## src/rtl/nor_erase_pkg.sv

```systemverilog
package nor_erase_pkg;
    localparam logic [7:0] OPC_STATUS  = 8'h05;
    localparam logic [7:0] OPC_WREN    = 8'h06;
    localparam logic [7:0] OPC_ERASE_S = 8'h20;
    localparam logic [7:0] OPC_ERASE_B = 8'hD8;
    localparam logic [7:0] OPC_READ    = 8'h03;
    localparam int STAT_BUSY_BIT = 0;
    localparam int STAT_WEL_BIT  = 1;

    typedef enum logic [1:0] {
        RES_OK      = 2'd0,
        RES_INVAL   = 2'd1,
        RES_FAIL    = 2'd2,
        RES_TIMEOUT = 2'd3
    } res_e;

    typedef enum logic [3:0] {
        ST_IDLE, ST_PICK, ST_RD_XFER, ST_RD_EVAL,
        ST_POLL_CMD, ST_POLL_RX, ST_POLL_GAP,
        ST_WREN, ST_WEL_CMD, ST_WEL_RX,
        ST_ERASE, ST_ADVANCE, ST_REPORT
    } st_e;
endpackage

```

## src/rtl/nor_granule_pick.sv

```systemverilog
module nor_granule_pick #(
    parameter int AW         = 32,
    parameter int SMALL_LOG2 = 12,
    parameter int BIG_LOG2   = 16
) (
    input  logic [AW-1:0] cur_off,
    input  logic [AW-1:0] remain,
    output logic          use_big,
    output logic [AW-1:0] gran_bytes,
    output logic [7:0]    opcode
);
    import nor_erase_pkg::*;
    localparam logic [AW-1:0] SMALL = AW'(1) << SMALL_LOG2;
    localparam logic [AW-1:0] BIG   = AW'(1) << BIG_LOG2;

    always_comb begin
        use_big    = (cur_off[BIG_LOG2-1:0] == '0) && (remain >= BIG);
        gran_bytes = use_big ? BIG : SMALL;
        opcode     = use_big ? OPC_ERASE_B : OPC_ERASE_S;
    end
endmodule

```

## src/rtl/nor_blank_acc.sv

```systemverilog
module nor_blank_acc #(
    parameter int WORD_BYTES = 4
) (
    input  logic       clk,
    input  logic       rst_n,
    input  logic       clear,
    input  logic       byte_vld,
    input  logic [7:0] byte_in,
    output logic       dirty
);
    localparam int CW = (WORD_BYTES > 1) ? $clog2(WORD_BYTES) : 1;
    localparam int WW = 8 * WORD_BYTES;

    logic [CW-1:0] pos;
    logic [WW-1:0] word;
    logic [WW-1:0] word_next;

    always_comb word_next = {byte_in, word[WW-1:8]};

    always_ff @(posedge clk) begin
        if (!rst_n || clear) begin
            pos   <= '0;
            word  <= '0;
            dirty <= 1'b0;
        end else if (byte_vld) begin
            word <= word_next;
            if (pos == CW'(WORD_BYTES - 1)) begin
                pos <= '0;
                if (word_next != '1) dirty <= 1'b1;
            end else begin
                pos <= pos + 1'b1;
            end
        end
    end

    // once a non-blank word is seen it stays flagged until cleared
    assert_dirty_sticky_R3: assert property (@(posedge clk) disable iff (!rst_n)
        (dirty && !clear) |=> dirty);
endmodule

```

## src/rtl/nor_poll_timer.sv

```systemverilog
module nor_poll_timer #(
    parameter int MAX_POLLS = 1000,
    parameter int GAP_CYC   = 16
) (
    input  logic clk,
    input  logic rst_n,
    input  logic active,
    input  logic busy_seen,
    input  logic in_gap,
    output logic last_poll,
    output logic gap_done
);
    localparam int PW = $clog2(MAX_POLLS + 1);
    localparam int GW = $clog2(GAP_CYC + 1);

    logic [PW-1:0] polls;
    logic [GW-1:0] gap;

    always_ff @(posedge clk) begin
        if (!rst_n || !active) polls <= '0;
        else if (busy_seen)    polls <= polls + 1'b1;
    end

    always_ff @(posedge clk) begin
        if (!rst_n || !in_gap) gap <= '0;
        else                   gap <= gap + 1'b1;
    end

    always_comb begin
        last_poll = (polls == PW'(MAX_POLLS - 1));
        gap_done  = (gap == GW'(GAP_CYC - 1));
    end

    // the busy count in one wait never reaches the limit
    assert_poll_bound_R5: assert property (@(posedge clk) disable iff (!rst_n)
        polls < PW'(MAX_POLLS));
    // the gap is not left before it has run its length
    assert_gap_span_R4: assert property (@(posedge clk) disable iff (!rst_n)
        (in_gap && !gap_done) |=> in_gap);
endmodule

```

## src/rtl/nor_erase_seq.sv

```systemverilog
module nor_erase_seq #(
    parameter int AW          = 32,
    parameter int SMALL_LOG2  = 12,
    parameter int BIG_LOG2    = 16,
    parameter int CHUNK_BYTES = 64,
    parameter int MAX_POLLS   = 1000,
    parameter int GAP_CYC     = 16
) (
    input  logic          clk,
    input  logic          rst_n,
    input  logic          start,
    input  logic [AW-1:0] offset,
    input  logic [AW-1:0] length,
    input  logic          addr_4b,
    input  logic          blank_chk,
    output logic          busy,
    output logic          done,
    output logic [1:0]    result,
    output logic          xfer_req,
    output logic [7:0]    xfer_byte,
    output logic          xfer_last,
    input  logic          xfer_ack,
    input  logic [7:0]    xfer_rx,
    input  logic          xfer_err
);
    import nor_erase_pkg::*;

    localparam int            DW    = $clog2(CHUNK_BYTES);
    localparam logic [AW-1:0] CHUNK = AW'(CHUNK_BYTES);

    st_e           state;
    res_e          res_q;
    logic [AW-1:0] cur_off, remain, rd_ptr, gran_left;
    logic          four_b, chk_blank, fin;
    logic [2:0]    bidx;
    logic [DW-1:0] dcnt;
    logic [2:0]    na;

    logic          pk_big;
    logic [AW-1:0] pk_gran;
    logic [7:0]    pk_op;
    logic          dirty, last_poll, gap_done;
    logic          acked, failed, data_phase, rx_busy;

    function automatic logic [7:0] addr_byte(input logic [AW-1:0] a,
                                             input logic [2:0] idx,
                                             input logic [2:0] n);
        logic [5:0]    sh;
        logic [AW-1:0] t;
        sh = {n - idx, 3'b000};
        t  = a >> sh;
        return t[7:0];
    endfunction

    always_comb begin
        na         = four_b ? 3'd4 : 3'd3;
        acked      = xfer_req && xfer_ack && !xfer_err;
        failed     = xfer_req && xfer_ack && xfer_err;
        data_phase = (bidx > na);
        rx_busy    = xfer_rx[STAT_BUSY_BIT];
    end

    nor_granule_pick #(.AW(AW), .SMALL_LOG2(SMALL_LOG2), .BIG_LOG2(BIG_LOG2)) u_pick (
        .cur_off(cur_off), .remain(remain),
        .use_big(pk_big), .gran_bytes(pk_gran), .opcode(pk_op)
    );

    nor_blank_acc #(.WORD_BYTES(4)) u_blank (
        .clk(clk), .rst_n(rst_n),
        .clear(state == ST_PICK),
        .byte_vld(state == ST_RD_XFER && acked && data_phase),
        .byte_in(xfer_rx),
        .dirty(dirty)
    );

    nor_poll_timer #(.MAX_POLLS(MAX_POLLS), .GAP_CYC(GAP_CYC)) u_timer (
        .clk(clk), .rst_n(rst_n),
        .active(state == ST_POLL_CMD || state == ST_POLL_RX || state == ST_POLL_GAP),
        .busy_seen(state == ST_POLL_RX && acked && rx_busy && !last_poll),
        .in_gap(state == ST_POLL_GAP),
        .last_poll(last_poll),
        .gap_done(gap_done)
    );

    // State register and datapath
    always_ff @(posedge clk) begin
        if (!rst_n) begin
            state     <= ST_IDLE;
            res_q     <= RES_OK;
            cur_off   <= '0;
            remain    <= '0;
            rd_ptr    <= '0;
            gran_left <= '0;
            four_b    <= 1'b0;
            chk_blank <= 1'b0;
            fin       <= 1'b0;
            bidx      <= '0;
            dcnt      <= '0;
        end else if (failed) begin
            res_q <= RES_FAIL;
            state <= ST_REPORT;
        end else begin
            unique case (state)
                ST_IDLE: if (start) begin
                    cur_off   <= offset;
                    remain    <= length;
                    four_b    <= addr_4b;
                    chk_blank <= blank_chk;
                    fin       <= 1'b0;
                    if (offset[SMALL_LOG2-1:0] != '0 || length[SMALL_LOG2-1:0] != '0 ||
                        length == '0) begin
                        res_q <= RES_INVAL;
                        state <= ST_REPORT;
                    end else begin
                        state <= ST_PICK;
                    end
                end
                ST_PICK: begin
                    if (remain == '0) begin
                        fin   <= 1'b1;
                        state <= ST_POLL_CMD;
                    end else begin
                        rd_ptr    <= cur_off;
                        gran_left <= pk_gran;
                        bidx      <= '0;
                        dcnt      <= '0;
                        state     <= chk_blank ? ST_RD_XFER : ST_POLL_CMD;
                    end
                end
                ST_RD_XFER: if (acked) begin
                    if (!data_phase) begin
                        bidx <= bidx + 1'b1;
                    end else if (dcnt == DW'(CHUNK_BYTES - 1)) begin
                        rd_ptr    <= rd_ptr + CHUNK;
                        gran_left <= gran_left - CHUNK;
                        state     <= ST_RD_EVAL;
                    end else begin
                        dcnt <= dcnt + 1'b1;
                    end
                end
                ST_RD_EVAL: begin
                    if (dirty) begin
                        state <= ST_POLL_CMD;
                    end else if (gran_left == '0) begin
                        state <= ST_ADVANCE;
                    end else begin
                        bidx  <= '0;
                        dcnt  <= '0;
                        state <= ST_RD_XFER;
                    end
                end
                ST_POLL_CMD: if (acked) state <= ST_POLL_RX;
                ST_POLL_RX: if (acked) begin
                    if (rx_busy) begin
                        if (last_poll) begin
                            res_q <= RES_TIMEOUT;
                            state <= ST_REPORT;
                        end else begin
                            state <= ST_POLL_GAP;
                        end
                    end else if (fin) begin
                        res_q <= RES_OK;
                        state <= ST_REPORT;
                    end else begin
                        state <= ST_WREN;
                    end
                end
                ST_POLL_GAP: if (gap_done) state <= ST_POLL_CMD;
                ST_WREN:     if (acked) state <= ST_WEL_CMD;
                ST_WEL_CMD:  if (acked) state <= ST_WEL_RX;
                ST_WEL_RX: if (acked) begin
                    if (!xfer_rx[STAT_WEL_BIT]) begin
                        res_q <= RES_FAIL;
                        state <= ST_REPORT;
                    end else begin
                        bidx  <= '0;
                        state <= ST_ERASE;
                    end
                end
                ST_ERASE: if (acked) begin
                    if (bidx == na) state <= ST_ADVANCE;
                    else            bidx  <= bidx + 1'b1;
                end
                ST_ADVANCE: begin
                    cur_off <= cur_off + pk_gran;
                    remain  <= remain - pk_gran;
                    state   <= ST_PICK;
                end
                ST_REPORT: state <= ST_IDLE;
                default:   state <= ST_IDLE;
            endcase
        end
    end

    // Outputs
    always_comb begin
        xfer_req  = 1'b0;
        xfer_byte = 8'h00;
        xfer_last = 1'b0;
        done      = 1'b0;
        unique case (state)
            ST_RD_XFER: begin
                xfer_req  = 1'b1;
                xfer_byte = (bidx == 3'd0) ? OPC_READ :
                            (data_phase ? 8'h00 : addr_byte(rd_ptr, bidx, na));
                xfer_last = data_phase && (dcnt == DW'(CHUNK_BYTES - 1));
            end
            ST_POLL_CMD, ST_WEL_CMD: begin
                xfer_req  = 1'b1;
                xfer_byte = OPC_STATUS;
            end
            ST_POLL_RX, ST_WEL_RX: begin
                xfer_req  = 1'b1;
                xfer_last = 1'b1;
            end
            ST_WREN: begin
                xfer_req  = 1'b1;
                xfer_byte = OPC_WREN;
                xfer_last = 1'b1;
            end
            ST_ERASE: begin
                xfer_req  = 1'b1;
                xfer_byte = (bidx == 3'd0) ? pk_op : addr_byte(cur_off, bidx, na);
                xfer_last = (bidx == na);
            end
            ST_REPORT: done = 1'b1;
            default: ;
        endcase
        busy   = (state != ST_IDLE);
        result = res_q;
    end

    // a pending byte stays put until acknowledged
    assert_req_hold_R10: assert property (@(posedge clk) disable iff (!rst_n)
        (xfer_req && !xfer_ack) |=> (xfer_req && $stable(xfer_byte) && $stable(xfer_last)));
    // an error response stops all further requests
    assert_err_abort_R9: assert property (@(posedge clk) disable iff (!rst_n)
        (xfer_req && xfer_ack && xfer_err) |=> !xfer_req);
    // completion is a single-cycle pulse with the port quiet
    assert_done_pulse_R8: assert property (@(posedge clk) disable iff (!rst_n)
        done |=> !done);
    // a clear write-enable latch reading ends the request without an erase
    assert_wel_gate_R6: assert property (@(posedge clk) disable iff (!rst_n)
        (state == ST_WEL_RX && acked && !xfer_rx[STAT_WEL_BIT]) |=> (done && !xfer_req));
endmodule

```

## config.mk

```make
export PLATFORM = sky130hd
export DESIGN_NAME = nor_erase_seq
export DESIGN_NICKNAME = d
export VERILOG_FILES = /design/src/rtl/nor_erase_pkg.sv /design/src/rtl/nor_granule_pick.sv /design/src/rtl/nor_blank_acc.sv /design/src/rtl/nor_poll_timer.sv /design/src/rtl/nor_erase_seq.sv
export SDC_FILE = /design/constraint.sdc
export NUM_CORES = 1
export LEC_CHECK = 0
export BUFFER_PORTS_ARGS = -buffer_cell sky130_fd_sc_hd__buf_2
export CAP_MARGIN = 20
export CORE_ASPECT_RATIO = 1.25
export CORE_MARGIN = 2
export CORE_UTILIZATION = 50
export CTS_BUF_LIST = sky130_fd_sc_hd__clkbuf_8 sky130_fd_sc_hd__clkbuf_16
export CTS_CLUSTER_DIAMETER = 40
export CTS_CLUSTER_SIZE = 40
export DETAILED_ROUTE_END_ITERATION = 12
export PLACE_DENSITY = 0.72
export SYNTH_ARGS = -nofsm -noshare
export SYNTH_HDL_FRONTEND = slang
export SYNTH_SLANG_ARGS = --single-unit
```

## constraint.sdc

```tcl
create_clock -name clk -period 3.6 [get_ports clk]
set_input_delay 0.72 -clock clk [delete_from_list [all_inputs] [get_ports clk]]
set_output_delay 0.72 -clock clk [all_outputs]
set_load 0.005 [all_outputs]
```

==> results.tsv <==
stage	metric	value	unit
sta	relSlewSlack	0.369	
critical_path	slowest_stage	fa_2	
power_and_ir_drop	pwr-share-seq	0.327	
routing	vias_per_cell	6.10	
placement	hpwl	20400	microns
final_layout	fillers	1836	
sta	setup_viol	0	
floorplanning	fp.dieH	161	microns
power_and_ir_drop	swShare	0.427	
synthesis	synth.distinct_cells	72	
critical_path	crit_start	four_b$_SDFFE_PN0P_	
routing	drtAntennaViolNets	0	
sta	finalSetupTns	0	ns
placement	io_buffers	92	
synthesis	netlist.area_leader.share	0.369	
synthesis	synth.area.top_cells	dfxtp_1, a21oi_1, nand2_1	
routing	drc_errors	0	
synthesis	synth_ff_type	dfxtp_1	
power_and_ir_drop	cellPowerDensity	760	mW/mm^2
critical_path	crit_family	adder cells	
power_and_ir_drop	p_sw	3670	uW
grt	antenna_found_initial	2	
final_layout	area_growth	15.0	%
synthesis	syn_area	0.00986	sq mm
critical_path	start_kind	register	
grt	grt_pass1_wl	47000	microns
clock_tree	cts_made_buffers	17	
critical_path	cp_num_buf_inv	2	
clock_tree	clock_path_buffers	2	
clock_tree	root_buffer	clkbuf_16	
hold_path	hold_class	register to register	
power_and_ir_drop	p_int	4940	uW
synthesis	syn_nets	1368	
floorplanning	die_area	0.0209	sq mm
sta	fmax	286	MHz
critical_path	critical_path.cell_chain	ha_1 -> fa_2 -> buf_12 -> mux4_2 -> a21oi_1 -> o22ai_1 -> buf_2	
critical_path	slowest_delay	0.64	ns
synthesis	synth_edf_count	0	
clock_tree	path_clk_slew	0.07	ns
grt	grt_pass1_vias	9506	
critical_path	worstSetupPathType	register to primary output	
power_and_ir_drop	power_frac_clock	0.213	
routing	drt-initial-drc-count	895	
clock_tree	htree_levels	4	
critical_path	critPathCaptureType	primary output	
sta	worst_pin_slew	0.946	ns
final_layout	layout_common_cells	nand2_1, dfxtp_1, a21oi_1, nor2_1, buf_2	
floorplanning	initial_utilization	0.508	
synthesis	syn-instance-count	1269	
routing	first_pass_iters	5	
sta	finalClockSkew	0.0121	ns
final_layout	nNetsFinal	1448	
status	status	complete, no violations	
final_layout	insertedDiodeCount	0	
clock_tree	cts_tree	yes	
critical_path	critPathMaxFanout	10	
critical_path	worstPathArrival	2.77	ns
floorplanning	core_area	0.0194	sq mm
clock_tree	clk_latency	0.44	ns
synthesis	ys_warn_count	0	
clock_tree	cts.sinks	182	
floorplanning	num_io_pins	93	
synthesis	yosysTopAreaCell	dfxtp_1	
sta	slew_viol_final	0	
critical_path	required	2.88	ns
power_and_ir_drop	p_comb_frac	0.460	
grt	gr-usage-all-layers	0.279	
synthesis	synth-seq-cells	182	
sta	whs	0.452	ns
critical_path	r2r_start	remain[24]$_SDFFE_PN0P_	
sta	rsz0062_at_grt	no	
sta	period_needed	3.49	ns
routing	via_count	9919	
sta	hold_violations	0	
final_layout	drive_gt1_frac	0.164	
grt	grt_max_degree	57	
grt	grt_overflow_total	0	
power_and_ir_drop	peakVddDrop	545	uV
power_and_ir_drop	power.leakage	0.00411	uW
synthesis	async_flop_share	0	
routing	routedWlPerCell	17.6	microns
floorplanning	num_rows	57	
final_layout	layout_commonest_cell	nand2_1	
routing	routed_wirelength	28600	microns
placement	place_congestion	0.923	
floorplanning	die_w	130	microns
synthesis	avgSynthCellArea	7.77	sq um
hold_path	hold_path_startpoint	result[0]$_SDFFE_PP0P_	
run	max_cap_viol_count	0	
sta	period_share	0.970	
synthesis	synth.yosys.seq_area_share	0.369	
## state kept, by name, indices dropped and copies added (netlist names)
name,count
cur_off,32
rd_ptr,32
remain,32
gran_left,26
u_blank.word,24
u_timer.polls,10
dcnt,6
u_timer.gap,5
state,4
bidx,3
result,2
u_blank.pos,2
chk_blank,1
fin,1
four_b,1
u_blank.dirty,1
## cell type report
type	count	area (sq um)	area share
clock inverter	15	149	0.0131
inverter	30	113	0.00993
timing repair buffer	137	836	0.0737
tap	265	332	0.0292
multi-input combinational	981	5840	0.515
clock buffer	17	425	0.0375
sequential	182	3640	0.321
## what timing repair did
action,4_1_cts,5_1_grt
pin swaps,0,1
hold buffers,0,0
setup buffers,0,4
gates cloned,0,0
resized for setup,2,9
setup endpoints to repair,3,10
## through the flow
| step | cell area (sq um) | setup slack [ns] | total power (uW) | util | cells |
|---|---|---|---|---|---|
| after CTS | 11300 | 0.0133 | 8540 | 0.581 | 1623 |
| after detailed placement | 10700 | 0.0845 | 6700 | 0.551 | 1591 |
| final | 11300 | 0.109 | 8610 | 0.585 | 1627 |
| after floorplan | 9860 | 0.0108 | 5510 | - | 1269 |
| after global placement | 10700 | 0.164 | 6660 | 0.551 | 1591 |
| after global routing | 11300 | 0.00375 | 9180 | 0.585 | 1627 |
## synthesized netlist by cell type (all sizes together) (7+ instances only)
library cell	n
nand2	195
dfxtp	182
a21oi	154
nor2	145
o21ai	57
clkbuf	54
nor3	47
nor4	38
nand3	35
inv	30
nand4	24
buf	22
and3	20
a211oi	19
ha	19
xnor2	18
a311oi	16
mux4	16
xor2	14
a31oi	12
mux2i	12
nand2b	12
o22ai	11
or4	9
or3	8
and4	7
o221a	7
o32ai	7
## final timing paths
check / end / slack (ns) / depth (start not counted)
worst max-delay path: xfer_byte[3] / 0.11 / 7
worst min-delay path: result[0]$_SDFFE_PP0P_ / 0.45 / 2
worst max register to register: remain[27]$_SDFFE_PN0P_ / 0.23 / 13
worst min register to register: result[0]$_SDFFE_PP0P_ / 0.45 / 2
## cells by family (layout without fill, tap and decap cells)
logic type	Yosys count	count (layout)	share of synthesized area
AOI/OAI and AO/OA	331	331	0.207
xor gates and xnor gates	32	32	0.0284
adders and majority gates	20	20	0.0261
buffers and inverters	106	199	0.0425
DFF	182	182	0.369
muxes	29	29	0.0499
and+or+nand+nor	569	569	0.277
## power groups by stage
stage                     Sequential (uW)  Combinational, uW  Clock (uW)
after floorplan                      2650               2860           0
after global placement               2840               3830           0
after detailed placement             2840               3860           0
after CTS                            2800               3880        1850
after global routing                 2870               4370        1940
final                                2820               3960        1830
## routing by layer
layer  global-route usage  vias up  part of all wire
met5                    0        -           0.00052
met3               0.0533       71             0.060
met2                0.468      382              0.49
li1                     -     4788                 -
met4                0.123        2             0.033
met1                0.347     4676              0.41
## worst min-delay path: stages, from the launching register on
cell and delay, ns:
dfxtp_1 0.31, nand2_1 0.05, a21oi_1 0.05
No activity file was read; power rests on OpenSTA's default activity.
